`config.mk`:
```
export PLATFORM = sky130hd
export DESIGN_NAME = irq_gate_latch
export DESIGN_NICKNAME = d
export VERILOG_FILES = /design/src/rtl/irq_gate_latch_pkg.sv /design/src/rtl/irq_edge_sync.sv /design/src/rtl/irq_gate_ctrl.sv /design/src/rtl/irq_gate_datapath.sv /design/src/rtl/irq_gate_latch.sv
export SDC_FILE = /design/constraint.sdc
export NUM_CORES = 1
export LEC_CHECK = 0
export ABC_CLOCK_PERIOD_IN_PS = 1300
export BUFFER_PORTS_ARGS = -buffer_cell sky130_fd_sc_hd__buf_2
export CORE_MARGIN = 2
export CORE_UTILIZATION = 35
export CTS_BUF_LIST = sky130_fd_sc_hd__clkbuf_8
export DETAILED_ROUTE_END_ITERATION = 10
export SYNTH_ARGS = -nofsm -noshare
export SYNTH_HDL_FRONTEND = slang
export SYNTH_SLANG_ARGS = --single-unit
```
`constraint.sdc`:
```
create_clock -name clk -period 1.3 [get_ports clk]
set_clock_uncertainty 0.1 [all_clocks]
set_input_delay 0.065 -clock clk [delete_from_list [all_inputs] [get_ports clk]]
set_output_delay 0.065 -clock clk [all_outputs]
set_load 0.01 [all_outputs]
```
`src/rtl/irq_gate_latch_pkg.sv`:
```
package irq_gate_latch_pkg;

  // Strobes from control to datapath, all valid for one clock.
  typedef struct packed {
    logic irqForce;  // maskable gate closed: hold latch clear
    logic irqSet;    // gated vertical rising edge
    logic irqAck;    // interrupt acknowledge cycle
    logic nmiForce;  // non-maskable gate closed: hold latch clear
    logic nmiSet;    // gated strobe falling edge
  } ctrlStrb_t;

  localparam logic [7:0] IRQ_GATE_PORT = 8'hFE;
  localparam logic [7:0] NMI_GATE_PORT = 8'hFF;

endpackage

```
`src/rtl/irq_edge_sync.sv`:
```
module irq_edge_sync #(
  parameter int STAGES  = 2,
  parameter bit FALLING = 1'b0,
  parameter bit IDLE    = 1'b0
) (
  input  logic clk,
  input  logic rstN,
  input  logic asyncIn,
  output logic edgePulse
);

  // chain[0..STAGES-1] synchronise, chain[STAGES] holds the previous level.
  logic [STAGES:0] chain;

  always_ff @(posedge clk or negedge rstN) begin
    if (!rstN) chain <= {(STAGES+1){IDLE}};
    else       chain <= {chain[STAGES-1:0], asyncIn};
  end

  generate
    if (FALLING) begin : g_fall
      assign edgePulse = !chain[STAGES-1] && chain[STAGES];
    end else begin : g_rise
      assign edgePulse = chain[STAGES-1] && !chain[STAGES];
    end
  endgenerate

endmodule

```
`src/rtl/irq_gate_ctrl.sv`:
```
module irq_gate_ctrl
  import irq_gate_latch_pkg::*;
#(
  parameter int DATA_W      = 8,
  parameter int ADDR_W      = 8,
  parameter int SYNC_STAGES = 2
) (
  input  logic              clk,
  input  logic              rstN,
  input  logic              ioWr,
  input  logic [ADDR_W-1:0] ioAddr,
  input  logic [DATA_W-1:0] ioData,
  input  logic              m1N,
  input  logic              iorqN,
  input  logic              vertBit,
  input  logic              statusStrobeN,
  output ctrlStrb_t         strb
);

  logic irqGate, nmiGate;
  logic irqGateEff, nmiGateEff;
  logic wrIrq, wrNmi;
  logic vertRise, strobeFall;
  logic unusedDataBits;

  assign unusedDataBits = ^ioData[DATA_W-1:1];

  irq_edge_sync #(.STAGES(SYNC_STAGES), .FALLING(1'b0), .IDLE(1'b0)) u_vertSync (
    .clk(clk), .rstN(rstN), .asyncIn(vertBit), .edgePulse(vertRise)
  );

  irq_edge_sync #(.STAGES(SYNC_STAGES), .FALLING(1'b1), .IDLE(1'b1)) u_strobeSync (
    .clk(clk), .rstN(rstN), .asyncIn(statusStrobeN), .edgePulse(strobeFall)
  );

  assign wrIrq = ioWr && (ioAddr == ADDR_W'(IRQ_GATE_PORT));
  assign wrNmi = ioWr && (ioAddr == ADDR_W'(NMI_GATE_PORT));

  // A write takes effect on the latch at the same edge that captures it.
  assign irqGateEff = wrIrq ? ioData[0] : irqGate;
  assign nmiGateEff = wrNmi ? ioData[0] : nmiGate;

  always_ff @(posedge clk or negedge rstN) begin
    if (!rstN) begin
      irqGate <= 1'b0;
      nmiGate <= 1'b0;
    end else begin
      irqGate <= irqGateEff;
      nmiGate <= nmiGateEff;
    end
  end

  always_comb begin
    strb.irqForce = !irqGateEff;
    strb.irqSet   = vertRise && irqGateEff;
    strb.irqAck   = !m1N && !iorqN;
    strb.nmiForce = !nmiGateEff;
    strb.nmiSet   = strobeFall && nmiGateEff;
  end

endmodule

```
`src/rtl/irq_gate_datapath.sv`:
```
module irq_gate_datapath
  import irq_gate_latch_pkg::*;
#(
  parameter int NMI_HOLD = 8
) (
  input  logic      clk,
  input  logic      rstN,
  input  ctrlStrb_t strb,
  output logic      irqN,
  output logic      nmiN
);

  localparam int CNT_W = (NMI_HOLD > 1) ? $clog2(NMI_HOLD) : 1;
  localparam logic [CNT_W-1:0] LAST = CNT_W'(NMI_HOLD - 1);

  logic             irqLatch, nmiLatch;
  logic [CNT_W-1:0] holdCnt;

  // Priority: closed gate, then set, then acknowledge.
  always_ff @(posedge clk or negedge rstN) begin
    if (!rstN)              irqLatch <= 1'b0;
    else if (strb.irqForce) irqLatch <= 1'b0;
    else if (strb.irqSet)   irqLatch <= 1'b1;
    else if (strb.irqAck)   irqLatch <= 1'b0;
  end

  always_ff @(posedge clk or negedge rstN) begin
    if (!rstN) begin
      nmiLatch <= 1'b0;
      holdCnt  <= '0;
    end else if (strb.nmiForce) begin
      nmiLatch <= 1'b0;
      holdCnt  <= '0;
    end else if (nmiLatch) begin
      if (holdCnt == LAST) begin
        nmiLatch <= 1'b0;
        holdCnt  <= '0;
      end else begin
        holdCnt <= holdCnt + 1'b1;
      end
    end else if (strb.nmiSet) begin
      nmiLatch <= 1'b1;
      holdCnt  <= '0;
    end
  end

  assign irqN = !irqLatch;
  assign nmiN = !nmiLatch;

endmodule

```
`src/rtl/irq_gate_latch.sv`:
```
module irq_gate_latch
  import irq_gate_latch_pkg::*;
#(
  parameter int DATA_W      = 8,
  parameter int ADDR_W      = 8,
  parameter int SYNC_STAGES = 2,
  parameter int NMI_HOLD    = 8
) (
  input  logic              clk,
  input  logic              rstN,
  input  logic              ioWr,
  input  logic [ADDR_W-1:0] ioAddr,
  input  logic [DATA_W-1:0] ioData,
  input  logic              m1N,
  input  logic              iorqN,
  input  logic              vertBit,
  input  logic              statusStrobeN,
  output logic              irqN,
  output logic              nmiN
);

  ctrlStrb_t strb;
  logic      irqSetEv, nmiSetEv;

  assign irqSetEv = strb.irqSet;
  assign nmiSetEv = strb.nmiSet;

  irq_gate_ctrl #(
    .DATA_W(DATA_W), .ADDR_W(ADDR_W), .SYNC_STAGES(SYNC_STAGES)
  ) u_ctrl (
    .clk(clk), .rstN(rstN), .ioWr(ioWr), .ioAddr(ioAddr), .ioData(ioData),
    .m1N(m1N), .iorqN(iorqN), .vertBit(vertBit), .statusStrobeN(statusStrobeN),
    .strb(strb)
  );

  irq_gate_datapath #(.NMI_HOLD(NMI_HOLD)) u_dp (
    .clk(clk), .rstN(rstN), .strb(strb), .irqN(irqN), .nmiN(nmiN)
  );

endmodule

```
==> results.yml, run 1 <==
sta:
  rsz0062_at_grt: "true"
  timing.final.crit_share_pct: 101.8
  relSlewSlack_pct: 80.88
  fmax_ghz: 0.7555
  setup_viol: 1
  final-hold-violation-count: 0
  setup_ws_ps: -23.66
  whs_ps: 13.35
  worstMarginPinSlew_ps: 286.8
  maxSlewViolCount: 0
  period_needed_ps: 1324
die:
  dieWidth_um: 43.93
  design.die.area_sq_um: 1930
  die_h_um: 43.93
  row_count: 14
  initial_core_util_pct: 37.04
  core-area_sq_um: 1506
  ios: 25
worst_setup_path:
  path_max_fanout: 2
  worstPathRequired_ps: 1320
  endpoint_kind: "register"
  startpoint_type: "register"
  crit_arrival_ps: 1340
  criticalPathCategory: "reg2reg"
  reg2reg_depth: 5
cts:
  clockRootBuffer: "clkbuf_8"
  clock-sinks: 13
  clk_pin_slew_ps: 50
  cts_tree: "built"
  h-tree-depth: 1
  clk_path_buf_depth: 2
  clk_latency_ps: 240
  cts_buffers: 3
power:
  p_leak_uw: 0.0003881
  irDropWorstVdd_v: 0.0009853
  p_per_area_nw_per_um2: 1058
yosys:
  netlist_top_cells_area: "dfrtp_1 (45%), dfstp_2 (14%), ha_1 (4.5%), nand4_2 (4.5%), o31ai_4 (3.8%)"
  seq_area_frac_synth_pct: 58.97
  yosysUniqueCellTypes: 20
  synth-edff-count: 0
  synthCells: 43
  synth_top_area_share_pct: 44.84
  syn_area_sq_um: 558.0
  yosysMostFrequentCell: "dfrtp_1"
  yosysTopAreaCell: "dfrtp_1"
  ys_ff_latch: 13
  syn_area_per_cell_sq_um: 12.98
  ys.flop_type: "dfrtp_1"
  synth_commonest_cells: "dfrtp_1 (10), a21oi_1 (3), a31oi_1 (3), dfstp_2 (3)"
  synth_nets: 68
  synth-warning-count: 0
  async_flop_share_pct: 100.0
cells_and_area:
  stdcell_area_sq_um: 783.3
  syn_to_final_growth_pct: 40.36
  drive_gt1_share_pct: 50.00
  antenna_cells: 0
  nNetsFinal: 96
grt:
  grt_antenna_before_repair: 0
  grt_overflow: 0
  grt_pass1_vias: 448
  grt_max_degree: 14
  track_usage_pct: 13.02
  grt_pass1_wl_um: 1814
placement:
  dp_slack_ps: -60.77
  placed_cell_area_sq_um: 673.1
  hpwl_um: 706.2
  gp_congestion: 0.7743
  io_buffers: 17
outcome:
  failed_checks: "setup timing"
  status: "complete, but fails checks"
min_path:
  hold_depth: 3
  min_path_type: "in2reg"
drt:
  drt_pre_antenna_iters: 4
  drc: 0
  viasPerCell: 5.000
  postRouteAntennaNets: 0
  initialDrtViolationCount: 4
  post_drt_wl_per_cell_um: 11.44
  wirelength_um: 984
  vias: 430
run:
  cap_violations: 0
==> stage by stage <==
stage	util, %	total power [uW]	TNS (ps)	std cells
final	51.99	828.3	-23.66	86
after global routing	51.99	877.0	-112.0	86
after CTS	51.16	842.7	-39.07	85
after detailed placement	44.68	491.7	-60.77	77
after global placement	44.68	490.0	-53.56	77
after floorplan	-	452.3	-11.85	43
==> sequential cells by signal (all words and copies together) (netlist names) <==
name                       cells
u_ctrl.u_strobeSync.chain      3
u_dp.holdCnt                   3
u_ctrl.nmiGate                 1
u_ctrl.u_vertSync.chain        3
u_dp.irqLatch                  1
u_dp.nmiLatch                  1
u_ctrl.irqGate                 1
==> worst max-delay path: stages, from the launching register on <==
cell and delay (ps):
dfrtp_1 380, ha_2 200, ha_4 200, and2_4 140, a31oi_1 130, a21oi_1 50
==> placed cells by master, fill, tap and decap left out, types with 2 or more instances in the layout <==
cell / count
clkbuf_8: 3
nand4_2: 2
buf_4: 3
nand2_1: 2
dfrtp_1: 10
nand2b_1: 2
inv_1: 3
dlygate4sd3_1: 3
buf_2: 17
a31oi_1: 3
and4_1: 2
nand4_1: 2
dfstp_2: 3
a21oi_1: 3
==> cells by family after synthesis <==
kind of cell	after synthesis	share of synthesized area, %
fa+ha+maj	2	4.484
mux	1	1.794
compound gates	11	15.69
buf+inv	3	2.018
simple gates	13	17.04
flops	13	58.97
==> area by class of cell <==
type                       count  area (sq um)
tap                           16         20.02
inverter                       3         11.26
multi-input combinational     27         240.2
clock inverter                 1         3.754
sequential                    13         329.1
timing repair buffer          23         137.6
fill                         140         723.2
clock buffer                   3         41.29
==> metal layers <==
layer	track usage, %	part of all wire, %	wire length [um]	up-vias
li1	-	-	-	215
met1	15.00	46	453	202
met2	21.47	47	466	13
met3	6.250	6.5	64	0
met4	3.636	0	0	0
met5	0	0	0	-
==> power breakdown <==
| part | switching (uW) | internal (uW) |
|---|---|---|
| Clock | 129 | 207 |
| Combinational | 31.7 | 32.0 |
| Sequential | 5.63 | 422 |
| Total | 167 | 662 |
==> path summary, 6_finish.rpt <==
| path | from | to | slack [ps] |
|---|---|---|---|
| worst max register to register | u_dp.holdCnt[0]$_DFFE_PN0P_ | u_dp.holdCnt[2]$_DFFE_PN0P_ | -20 |
| min in group asynchronous | rstN | u_dp.holdCnt[1]$_DFFE_PN0P_ | 140 |
| worst min-delay path | ioData[0] | u_ctrl.irqGate$_DFF_PN0_ | 10 |
| worst max-delay path | u_dp.holdCnt[0]$_DFFE_PN0P_ | u_dp.holdCnt[2]$_DFFE_PN0P_ | -20 |
| worst min register to register | u_ctrl.u_vertSync.chain[0]$_DFF_PN0_ | u_ctrl.u_vertSync.chain[1]$_DFF_PN0_ | 250 |
| max in group asynchronous | rstN | u_ctrl.u_strobeSync.chain[2]$_DFF_PN1_ | 680 |
==> repair_timing <==
| item | 4_1_cts | 5_1_grt |
|---|---|---|
| resized for setup | 2 | 1 |
| endpoints found under the hold margin | 15 | 0 |
| buffers inserted | 1 | 1 |
| hold buffers | 3 | 0 |
| pin swaps | 2 | 1 |
| setup endpoints to repair | 2 | 2 |
| cloned | 0 | 0 |
Note: power is estimated with default switching activity, not from simulation.
==> inputs of run 2 (changes only) <==
Settings changed: PLACE_DENSITY_LB_ADDON set to 0.2.
==> run 2 against run 1 <==
  * The run still ends with setup timing left
  * Power is 0.34% lower
  * First-iteration DRC count increased by 25%
  * Global-route usage shrank 1.6 points
  * Critical path depth unchanged
  * Worst setup slack worse by 19 ps
  * Sequential cell count unchanged
  * Via count shrank 3.7%
  * Utilization is 0.75 points higher
  * Non-clock buffer count fell by 1
  * Maximum frequency decreased by 1.4%
  * Combinational power rose by 3%
  * Sequential power about the same
==> results.yml, run 2 (synthesis gave the netlist of run 1 again) <==
placement:
  hpwl_um: 742
  placedCellCount: 77
  gp_congestion: 0.6874
  io_buffers: 17
worst_setup_path:
  critPathMaxStageDelay_ps: 380
  cp_slowest_cell: "dfrtp_1"
  criticalPathCategory: "reg2reg"
  worstPathRequired_ps: 1320
  path_max_fanout: 2
  crit_arrival_ps: 1360
  endpoint_kind: "register"
  cp_cell_sequence: "ha_2 -> ha_4 -> and2_4 -> a31oi_4 -> a21oi_2"
  startpoint_type: "register"
cts:
  clk_latency_ps: 240
  cts_tree: "built"
  clk_path_buf_depth: 2
  cts_buffers: 3
  clock-sinks: 13
  clockRootBuffer: "clkbuf_8"
  clk_pin_slew_ps: 50
  h-tree-depth: 1
drt:
  viasPerCell: 4.871
  vias: 414
  drc: 0
  post_drt_wl_per_cell_um: 11.34
  wirelength_um: 964
  drt_pre_antenna_iters: 2
  postRouteAntennaNets: 0
  initialDrtViolationCount: 5
outcome:
  failed_checks: "setup timing"
  status: "complete, but fails checks"
run:
  cap_violations: 0
cells_and_area:
  fin_cells: 85
  final_common_cell: "buf_2"
  final_cell_mix: "buf_2 (17), dfrtp_1 (10)"
  nNetsFinal: 95
  syn_to_final_growth_pct: 42.38
  drive_gt1_share_pct: 52.17
  fillCellCount: 142
  antenna_cells: 0
  top_regs: "u_ctrl.u_strobeSync.chain: 3 flops, u_ctrl.u_vertSync.chain: 3 flops, u_dp.holdCnt: 3 flops"
sta:
  relSlewSlack_pct: 79.89
  period_needed_ps: 1343
  final-hold-violation-count: 0
  fmax_ghz: 0.7448
  rsz0062_at_grt: "true"
  setup_ws_ps: -42.61
  worstMarginPinSlew_ps: 301.6
  setup_viol: 1
  timing.final.crit_share_pct: 103.3
  maxSlewViolCount: 0
grt:
  track_usage_pct: 11.43
  grt_pass1_wl_um: 1580
  grt_antenna_before_repair: 0
  grt_max_degree: 14
  grt_overflow: 0
  grt_pass1_vias: 383
power:
  power.total_uw: 825.5
  p_per_area_nw_per_um2: 1039
  irDropWorstVdd_v: 0.0006891
  p_leak_uw: 0.0003851
die:
  ios: 25
  dieWidth_um: 43.93
  initial_core_util_pct: 37.04
  core-area_sq_um: 1506
  design.die.area_sq_um: 1930
  die_h_um: 43.93
  row_count: 14
min_path:
  min_path_type: "in2reg"
==> run 2: stage by stage <==
| step | utilization (%) | cell area [sq um] | TNS (ps) | setup WS [ps] | hold WS, ps |
|---|---|---|---|---|---|
| 6_report | 52.74 | 794.5 | -42.61 | -42.61 | 24.65 |
| 5_1_grt | 52.74 | 794.5 | -126.7 | -89.70 | 23.56 |
| 4_1_cts | 50.66 | 763.2 | -51.04 | -51.04 | 12.18 |
| 3_5_place_dp | 44.68 | 673.1 | -71.52 | -68.88 | -142.1 |
| 3_3_place_gp | 44.68 | 673.1 | -57.93 | -57.93 | -142.3 |
| 2_1_floorplan | - | 560.5 | -11.85 | -11.85 | -330.6 |
==> run 2: what timing repair did <==
action                     CTS  global route
pin swaps                    2             2
buffers inserted             0             1
hold endpoints to repair    15             0
setup endpoints to repair    2             2
hold buffers                 3             0
gates resized for setup      2             3
==> run 2: layout make-up <==
type	count	area [sq um]	share of cell area, %
clock buffer	3	41.29	5.197
clock inverter	1	3.754	0.4724
inverter	3	11.26	1.417
multi-input combinational	27	259.0	32.60
sequential	13	329.1	41.42
tap	16	20.02	2.520
timing repair buffer	22	130.1	16.38
==> run 2: power breakdown <==
| group | switching [uW] | internal [uW] | leakage, uW |
|---|---|---|---|
| logic | 33.3 | 32.0 | 0.000194 |
| clock network | 126 | 207 | 0.0000269 |
| registers | 4.99 | 423 | 0.000164 |
==> run 2: metal layers <==
metal,up-vias,GRT usage [%],wire [um]
li1,212,-,-
met1,196,13.87,415
met2,6,17.35,522
met3,0,3.750,26
met4,0,7.273,0
met5,-,0,0
==> run 2: final timing paths <==
check | startpoint | endpoint | slack, ps | cells after the start
hold reg to reg | u_ctrl.u_vertSync.chain[0]$_DFF_PN0_ | u_ctrl.u_vertSync.chain[1]$_DFF_PN0_ | 250 | 0
min in group asynchronous | rstN | u_ctrl.u_vertSync.chain[1]$_DFF_PN0_ | 130 | 2
max in group asynchronous | rstN | u_ctrl.u_strobeSync.chain[1]$_DFF_PN1_ | 700 | 2
setup reg to reg | u_dp.holdCnt[1]$_DFFE_PN0P_ | u_dp.holdCnt[2]$_DFFE_PN0P_ | -40 | 5
setup / recovery | u_dp.holdCnt[1]$_DFFE_PN0P_ | u_dp.holdCnt[2]$_DFFE_PN0P_ | -40 | 5
hold / removal | ioData[0] | u_ctrl.irqGate$_DFF_PN0_ | 20 | 3
==> run 2: critical path: cells and delay by family, from the launching register on <==
kind | cells | cell delay (ps)
AO/OA/AOI/OAI | 2 | 190
adder cells (fa/ha/maj) | 2 | 400
AND/OR/NAND/NOR | 1 | 160
flip-flops | 1 | 380
